**config.mk**
```make
export PLATFORM = sky130hd
export DESIGN_NAME = lat_mult
export DESIGN_NICKNAME = d
export VERILOG_FILES = /design/src/rtl/lat_mult_pkg.sv /design/src/rtl/lat_mult_pp.sv /design/src/rtl/lat_mult_ctrl.sv /design/src/rtl/lat_mult_dp.sv /design/src/rtl/lat_mult.sv
export SDC_FILE = /design/constraint.sdc
export NUM_CORES = 1
export LEC_CHECK = 0
export ABC_CLOCK_PERIOD_IN_PS = 3200
export CAP_MARGIN = 25
export CORE_MARGIN = 1.5
export CORE_UTILIZATION = 45
export DETAILED_ROUTE_END_ITERATION = 6
export PLACE_DENSITY = 0.67
export SLEW_MARGIN = 0
export SYNTH_ARGS = -nofsm -noshare
export SYNTH_HDL_FRONTEND = slang
export SYNTH_HIERARCHICAL = 1
export SYNTH_SLANG_ARGS = --single-unit
```
**constraint.sdc**
```tcl
create_clock -name clk -period 3.2 [get_ports clk]
set_input_delay 0.8 -clock clk [delete_from_list [all_inputs] [get_ports clk]]
set_output_delay 0.8 -clock clk [all_outputs]
set_load 0.02 [all_outputs]
```
**src/rtl/lat_mult_pkg.sv**
```systemverilog
`timescale 1ns/1ps
package lat_mult_pkg;

  // Register placement rule: output site first, input site second, rest middle.
  function automatic int outRegs(input int lat);
    return (lat >= 1) ? 1 : 0;
  endfunction

  function automatic int inRegs(input int lat);
    return ((lat - outRegs(lat)) >= 1) ? 1 : 0;
  endfunction

  function automatic int midRegs(input int lat);
    return lat - outRegs(lat) - inRegs(lat);
  endfunction

  // Load strobes from control to datapath for the single-register sites.
  typedef struct packed {
    logic inLoad;
    logic outLoad;
  } stageStrobe_t;

endpackage

```
**src/rtl/lat_mult_pp.sv**
```systemverilog
`timescale 1ns/1ps
// Partial-product generation and reduction into two half sums.
module lat_mult_pp #(
  parameter int A_W = 8,
  parameter int B_W = 8,
  parameter bit SIGNED_OPS = 1'b0,
  localparam int PW = A_W + B_W
) (
  input  logic [A_W-1:0] aOp,
  input  logic [B_W-1:0] bOp,
  output logic [PW-1:0]  lowSum,
  output logic [PW-1:0]  highSum
);

  localparam int HALF = B_W / 2;

  logic [PW-1:0] aWide;
  logic [B_W-1:0][PW-1:0] rows;

  assign aWide = SIGNED_OPS ? {{B_W{aOp[A_W-1]}}, aOp} : {{B_W{1'b0}}, aOp};

  for (genvar i = 0; i < B_W; i++) begin : gRow
    if (SIGNED_OPS && (i == B_W - 1)) begin : gNeg
      // The top bit of a two's-complement multiplier carries negative weight.
      assign rows[i] = bOp[i] ? (~(aWide << i)) + PW'(1) : '0;
    end else begin : gPos
      assign rows[i] = bOp[i] ? (aWide << i) : '0;
    end
  end

  always_comb begin
    lowSum = '0;
    for (int i = 0; i < HALF; i++) lowSum += rows[i];
  end

  always_comb begin
    highSum = '0;
    for (int i = HALF; i < B_W; i++) highSum += rows[i];
  end

endmodule

```
**src/rtl/lat_mult_ctrl.sv**
```systemverilog
`timescale 1ns/1ps
// Valid/tag chain matched to the data latency; emits per-site load strobes.
module lat_mult_ctrl
  import lat_mult_pkg::*;
#(
  parameter int TAG_W = 4,
  parameter int LATENCY = 3,
  localparam int MID_N = midRegs(LATENCY),
  localparam int MID_V = (MID_N > 0) ? MID_N : 1
) (
  input  logic             clk,
  input  logic             rst,
  input  logic             inValid,
  input  logic [TAG_W-1:0] tagIn,
  output stageStrobe_t     strobes,
  output logic [MID_V-1:0] midLoad,
  output logic             outValid,
  output logic [TAG_W-1:0] tagOut
);

  localparam int IN_N = inRegs(LATENCY);

  if (LATENCY > 0) begin : gChain
    localparam int VW = LATENCY;
    logic [VW-1:0] vReg;
    logic [VW:0] vTap;
    logic [VW-1:0][TAG_W-1:0] tReg;
    logic [VW:0][TAG_W-1:0] tTap;

    // Tap k holds the valid/tag about to be captured by pipeline stage k+1.
    assign vTap = {vReg, inValid};
    assign tTap = {tReg, tagIn};

    always_ff @(posedge clk) begin
      if (rst) vReg <= '0;
      else     vReg <= vTap[VW-1:0];
      tReg <= tTap[VW-1:0];
    end

    assign strobes.inLoad  = (IN_N > 0) ? vTap[0] : 1'b0;
    assign strobes.outLoad = vTap[VW-1];

    if (MID_N > 0) begin : gMidStb
      for (genvar j = 0; j < MID_N; j++) begin : gMidBit
        assign midLoad[j] = vTap[IN_N + j];
      end
    end else begin : gNoMidStb
      assign midLoad = '0;
    end

    assign outValid = vTap[VW];
    assign tagOut   = tTap[VW];
  end else begin : gWire
    assign strobes  = '0;
    assign midLoad  = '0;
    assign outValid = inValid;
    assign tagOut   = tagIn;
  end

endmodule

```
**src/rtl/lat_mult_dp.sv**
```systemverilog
`timescale 1ns/1ps
// Multiplier datapath with registers at the sites chosen by the placement rule.
module lat_mult_dp
  import lat_mult_pkg::*;
#(
  parameter int A_W = 8,
  parameter int B_W = 8,
  parameter int LATENCY = 3,
  parameter bit SIGNED_OPS = 1'b0,
  localparam int PW = A_W + B_W,
  localparam int MID_N = midRegs(LATENCY),
  localparam int MID_V = (MID_N > 0) ? MID_N : 1
) (
  input  logic             clk,
  input  stageStrobe_t     strobes,
  input  logic [MID_V-1:0] midLoad,
  input  logic [A_W-1:0]   aIn,
  input  logic [B_W-1:0]   bIn,
  output logic [PW-1:0]    prodOut
);

  localparam int IN_N  = inRegs(LATENCY);
  localparam int OUT_N = outRegs(LATENCY);

  logic [A_W-1:0] aStage;
  logic [B_W-1:0] bStage;
  logic [PW-1:0] ppLo, ppHi;
  logic [MID_N:0][PW-1:0] loTap, hiTap;
  logic [PW-1:0] sumFinal;

  // Input site
  if (IN_N > 0) begin : gInReg
    always_ff @(posedge clk) begin
      if (strobes.inLoad) begin
        aStage <= aIn;
        bStage <= bIn;
      end
    end
  end else begin : gInPass
    assign aStage = aIn;
    assign bStage = bIn;
  end

  lat_mult_pp #(
    .A_W(A_W), .B_W(B_W), .SIGNED_OPS(SIGNED_OPS)
  ) u_pp (
    .aOp(aStage), .bOp(bStage), .lowSum(ppLo), .highSum(ppHi)
  );

  // Middle site: delay line of the two half sums
  if (MID_N > 0) begin : gMidReg
    logic [MID_N-1:0][PW-1:0] loReg, hiReg;
    assign loTap = {loReg, ppLo};
    assign hiTap = {hiReg, ppHi};
    for (genvar j = 0; j < MID_N; j++) begin : gMidStage
      always_ff @(posedge clk) begin
        if (midLoad[j]) begin
          loReg[j] <= loTap[j];
          hiReg[j] <= hiTap[j];
        end
      end
    end
  end else begin : gMidPass
    assign loTap = ppLo;
    assign hiTap = ppHi;
  end

  assign sumFinal = loTap[MID_N] + hiTap[MID_N];

  // Output site
  if (OUT_N > 0) begin : gOutReg
    always_ff @(posedge clk) begin
      if (strobes.outLoad) prodOut <= sumFinal;
    end
  end else begin : gOutPass
    assign prodOut = sumFinal;
  end

endmodule

```
**src/rtl/lat_mult.sv**
```systemverilog
`timescale 1ns/1ps
module lat_mult
  import lat_mult_pkg::*;
#(
  parameter int A_W = 8,
  parameter int B_W = 8,
  parameter int TAG_W = 4,
  parameter int LATENCY = 3,
  parameter bit SIGNED_OPS = 1'b0
) (
  input  logic                 clk,
  input  logic                 rst,
  input  logic                 inValid,
  input  logic [A_W-1:0]       aIn,
  input  logic [B_W-1:0]       bIn,
  input  logic [TAG_W-1:0]     tagIn,
  output logic                 outValid,
  output logic [A_W+B_W-1:0]   prodOut,
  output logic [TAG_W-1:0]     tagOut
);

  localparam int MID_N = midRegs(LATENCY);
  localparam int MID_V = (MID_N > 0) ? MID_N : 1;

  stageStrobe_t strobes;
  logic [MID_V-1:0] midLoad;

  lat_mult_ctrl #(
    .TAG_W(TAG_W), .LATENCY(LATENCY)
  ) u_ctrl (
    .clk(clk), .rst(rst), .inValid(inValid), .tagIn(tagIn),
    .strobes(strobes), .midLoad(midLoad),
    .outValid(outValid), .tagOut(tagOut)
  );

  lat_mult_dp #(
    .A_W(A_W), .B_W(B_W), .LATENCY(LATENCY), .SIGNED_OPS(SIGNED_OPS)
  ) u_dp (
    .clk(clk), .strobes(strobes), .midLoad(midLoad),
    .aIn(aIn), .bIn(bIn), .prodOut(prodOut)
  );

endmodule

```
Yosys cells after proc, flatten, opt, wreduce, memory -nomap -nowiden. Cells that the tools add are included.

Multiplexer cells: 8. $add $sub $neg: 7. $lt $le $gt $ge: 0. Reduce and logical (&&, ||, !) cells: 0. Multiply operators: 0. Shift-type cells: 0. Divide/modulo/power cells: 0. Equal/unequal tests: 0. Bitwise logic cells: 0.

Operator list (count): 16-bit adder (3); 16-bit by 10-bit adder with 16-bit output (1); 16-bit by 11-bit adder with 16-bit output (1); 16-bit by 15-bit adder with 16-bit output (1); 15-bit 2-to-1 mux (1); 14-bit 2-to-1 mux (1); 13-bit 2-to-1 mux (1); 12-bit 2-to-1 mux (1); 11-bit 2-to-1 mux (1); 8-bit by 9-bit adder with 10-bit output (1); 10-bit 2-to-1 mux (1); 9-bit 2-to-1 mux (1); 8-bit 2-to-1 mux (1).

Memories: 0. ROM bits: 0. Memory bits (writable): 0. Input bits: 23. Latch bits: 0. Bits in registers: 79. Output and inout bits: 21.

Logic depth before layout (Yosys ltp).
Depth in word-level cells: 4. Depth in mapped cells: 15. Mapped depth without buffers: 15.

By module. The synthesis kept the hierarchy.

By module, submodules not included: lat_mult_dp (area each 2775.2 um^2, times used 1, cells an instance 171); lat_mult_pp (area each 1939.4 um^2, times used 1, cells an instance 248); lat_mult_ctrl (area each 356.6 um^2, times used 1, cells an instance 23).

Worst setup path before layout. No wires, ideal clock.

Kind: register to register. From: reg u_dp.aStage[1]. To: reg u_dp/gMidReg.loReg[10] (netlist bit), data pin. Cell stages (with the launch flop): 16. Period minus slack after synthesis: 3.538 ns. Arrival time: 3.280 ns. Required time: 2.942 ns. Slack: -0.338 ns. Path through: edfxtp_1 > and2_1 > ha_1 > inv_1 > fa_1 > nor2b_2 > o31ai_4 > a21boi_0 > o31ai_1 > fa_1 > inv_1 > ha_1 > a21o_1 > a21o_1 > a221oi_2 > nand2_1.

Cells in the longest elaborated chain, start to end: 4.

Ends and longest elaborated chain: start, declared (RTL line lat_mult_dp.sv:25) `logic [A_W-1:0] aStage;`; start signal, assigned (RTL line lat_mult_dp.sv:35) `aStage <= aIn;`; 8-bit 2-to-1 mux / 9-bit 2-to-1 mux (equally long branches) (RTL line lat_mult_pp.sv:27) `assign rows[i] = bOp[i] ? (aWide << i) : '0;`; 8-bit by 9-bit adder with 10-bit output (RTL line lat_mult_pp.sv:33) `for (int i = 0; i < HALF; i++) lowSum += rows[i];`; 16-bit by 10-bit adder with 16-bit output (RTL line lat_mult_pp.sv:33); 16-bit by 11-bit adder with 16-bit output * (RTL line lat_mult_pp.sv:33); net u_dp.ppLo[10] (RTL line lat_mult_dp.sv:27) `logic [PW-1:0] ppLo, ppHi;`; end signal, assigned by index (RTL line lat_mult_dp.sv:58) `loReg[j] <= loTap[j];`; end, declared (RTL line lat_mult_dp.sv:52) `logic [MID_N-1:0][PW-1:0] loReg, hiReg;`.

The timed path passes the listed nets; every way through them passes the cells marked *. A chain may end at the register's enable or synchronous reset.

Worst setup path after layout. Ends and elaborated chain as after synthesis.

==> impl_results.md <==
* Status: finished, violations left
* Failing checks: setup timing
* Fin nets at 623
* Slew HR at 53.0%
* Post-Synth Simple-Gate Area at 12.8%
* Top-level port count at 44
* Post-Layout Inst Area at 6440 µm²
* Post-synth ARST share at 0%
* Sequential share of the synthesized area at 43.8%
* Drt total wl at 9250 µm
* Reg-to-reg endpoint: u_dp/gMidReg.loReg[10]
* Largest family of logic cells by synthesized area: adder cells
* Die H at 109 µm
* Hold Slack at 0.324 ns
* Area post-placement at 5910 µm²
* Mean Syn Cell Area at 11.5 µm²
* N_diodes at 0
* Synth area leaders: edfxtp_1 38%, ha_1 11%, fa_1 9.1%
* CTS root buf: clkbuf_16
* Critical Path Stages at 16
* FF-to-FF Start: u_dp/aStage[1]
* R2R cell count at 16
* Leading cell type in the layout, fill and taps excluded: edfxtp_1
* Wirelength per Cell at 13.7 µm
* CP Launch Point: u_dp/aStage[1]
* Clock sinks at 79
* Die width at 109 µm
* Via count at 3,464
* CP peak stage delay at 0.50 ns
* Setup TNS Final at -0.707 ns
* Residual DRC at 0
* Hold violation total from the final report at 0
* Crit start category: flop
* Die area at 11,900 µm²
* R2r setup slk at -0.17 ns
* Slowest stage cell, crit path: fa_1
* Peak VDD IR at 268 µV
* Initial Utilization at 46.4%
* Slew Viols, Final at 0
* # H-tree levels at 3
* Most frequent cells in the layout: 64 x edfxtp_1, 45 x nand2_1, 43 x clkdlybuf4s50_1, 43 x buf_4, 41 x inv_1
* # fillers at 922
* Dominant synthesized flop cell: edfxtp_1
* Clock transition at path regs at 0.07 ns
* Number of synthesized register bits at 79
* Fin crit period at 3.37 ns
* CP required at 3.29 ns
* Worst skew pair latency at 0.34 ns
* DR pass1 iterations at 4
* Final Skew at 0.00887 ns
* Initial DRC Count at 113
* # rows at 38
* Total GRT Usage at 17.2%
* Fin crit share at 105%
* Vias/cell at 5.12
* CP cell instances: and2_1 > ha_2 > inv_2 > fa_2 > nor2b_4 > o31ai_4 > a21o_1 > o31ai_2 > fa_1 > inv_2 > ha_4 > buf_6 > nand3_1 > a21oi_2 > mux2i_1 > nand2_1
* Post-synthesis adder-cell area fraction at 20.2%
* Number of synthesized flops with an enable pin at 64
* Hold Path Class: flop to flop
* CP Max Fanout at 4
* Area delta synth->final at 27.0%
* Final setup viols at 6
* Synth Area in Compound Gates at 12.6%
* Bufs and invs on worst path at 3
* Synthesized instance count at 442
* CP dominant cell by count: inv_2
* Fraction of layout cells with a size suffix above 1 at 19.6%
* Post-DP HPWL at 7030 µm
* CTS tree: done
* Gpl congestion at 0.865
* RSZ-0062 raised after global routing: true
* Worst EP arrival at 3.47 ns
* Synth warnings at 6
* Critical Path Sink: u_dp/gMidReg.loReg[10]
* Hold_buf cts at 0
* Synth area leader: edfxtp_1
* Post-Place Cells at 651
* Grt ovf at 0
* Clock Path Buffers at 2
* Core Area at 10,900 µm²
* F_max at 297 MHz
* PnR worst setup slack at -0.171 ns
* Worst path top cell family by delay: adder cells
* Buffers on Ports at 43
* Initial antenna violation count at 0
* Mux contribution to synthesized area at 0.197%
* Netlist cell types at 58
* Layout Cells excl Fill at 677
* Post-DRT Antenna Nets at 0
* Post-synth top area share at 37.9%
* Vias in the first global route at 3,495
* Crit. End Element: flop
* Leakage at 2.64 nW
* Xor-xnor portion of the synthesized cell area at 4.66%
* Pwr dens at 621 nW/µm²
* Critical path class: flop to flop
* Synthesized area at 5070 µm²
* CTS buffer count at 9
* Global-route wire length before repair at 15,600 µm
* Max_cap viols at 0
* Largest net degree at the start of global routing at 33
* Slew at the pin closest to its max-slew limit at 0.704 ns
-- cells by family after synthesis --
| group | Yosys count |
|---|---|
| other cells | 1 |
| simple gates | 125 |
| compound gates | 80 |
| mux | 1 |
| flops | 79 |
| xor+xnor | 27 |
| buf+inv | 61 |
| fa+ha+maj | 68 |
-- worst min-delay path by stage --
stage,cells past startpoint,end,startpoint,slack (ns)
floorplan,0,u_ctrl/gChain.tReg[4],u_ctrl/gChain.tReg[0],0.31
global placement,0,u_ctrl/gChain.tReg[5],u_ctrl/gChain.tReg[1],0.31
detailed placement,0,u_ctrl/tagOut[0],u_ctrl/gChain.tReg[4],0.31
CTS,0,u_ctrl/tagOut[0],u_ctrl/gChain.tReg[4],0.33
global route,0,u_ctrl/tagOut[0],u_ctrl/gChain.tReg[4],0.34
finish,0,u_ctrl/tagOut[0],u_ctrl/gChain.tReg[4],0.32
-- synth_stat cells (3+ instances only) --
| library cell | count |
|---|---|
| a211oi_2 | 3 |
| a21o_1 | 9 |
| a21oi_1 | 16 |
| a31oi_1 | 3 |
| and2_1 | 30 |
| buf_4 | 13 |
| dfxtp_1 | 15 |
| edfxtp_1 | 64 |
| fa_1 | 23 |
| ha_1 | 45 |
| inv_1 | 44 |
| nand2_1 | 45 |
| nand2b_1 | 4 |
| nand3_1 | 5 |
| nor2_1 | 8 |
| nor2b_1 | 6 |
| nor3_1 | 9 |
| nor4_1 | 4 |
| o21a_1 | 3 |
| o21ai_0 | 12 |
| o21ai_1 | 5 |
| o21bai_1 | 4 |
| o311ai_1 | 3 |
| xnor2_1 | 14 |
| xor2_1 | 13 |
-- final cells by class --
type                       count  area (µm²)  area share, %
inverter                      44         165           2.56
clock buffer                  10         229           3.56
tap                          140         175           2.72
sequential                    79        2220           34.5
clock inverter                 6        85.1           1.32
timing repair buffer          89         787           12.2
multi-input combinational    309        2780           43.1
-- power by group --
part | leakage [nW] | total [mW] | switching (mW) | internal, mW
logic | 1.77 | 1.57 | 0.829 | 0.741
clock network | 0.148 | 1.08 | 0.401 | 0.680
registers | 0.724 | 1.35 | 0.0459 | 1.30
-- sequential cells by signal, summed over array words and instances (netlist names) --
name / flops
u_dp/gMidReg.hiReg: 16
u_dp/gMidReg.loReg: 16
u_dp/prodOut: 16
u_ctrl/gChain.tReg: 8
u_dp/aStage: 8
u_dp/bStage: 8
u_ctrl/tagOut: 4
u_ctrl/gChain.vReg: 3
-- what timing repair did --
action,CTS,global route
setup buffers,8,3
pin swaps,18,23
endpoints found under the hold margin,0,0
endpoints found under the setup margin,9,11
gates resized for setup,18,13
-- metrics by stage --
step | util [%] | total power, mW | worst slack (ns)
after floorplan | - | 2.44 | -0.0962
after global placement | 54.0 | 2.77 | -0.159
after detailed placement | 54.0 | 2.82 | -0.237
after CTS | 58.1 | 3.96 | -0.180
after global routing | 58.9 | 4.26 | -0.328
final | 58.9 | 4.00 | -0.171
-- routing by layer --
layer	vias to the layer above	track usage [%]	share of wire [%]
met2	85	30.4	50
met1	1629	18.9	43
met3	26	4.96	4.2
met5	-	0	0
met4	0	8.08	2.8
li1	1724	-	-
(Power assumes the default switching activity.)
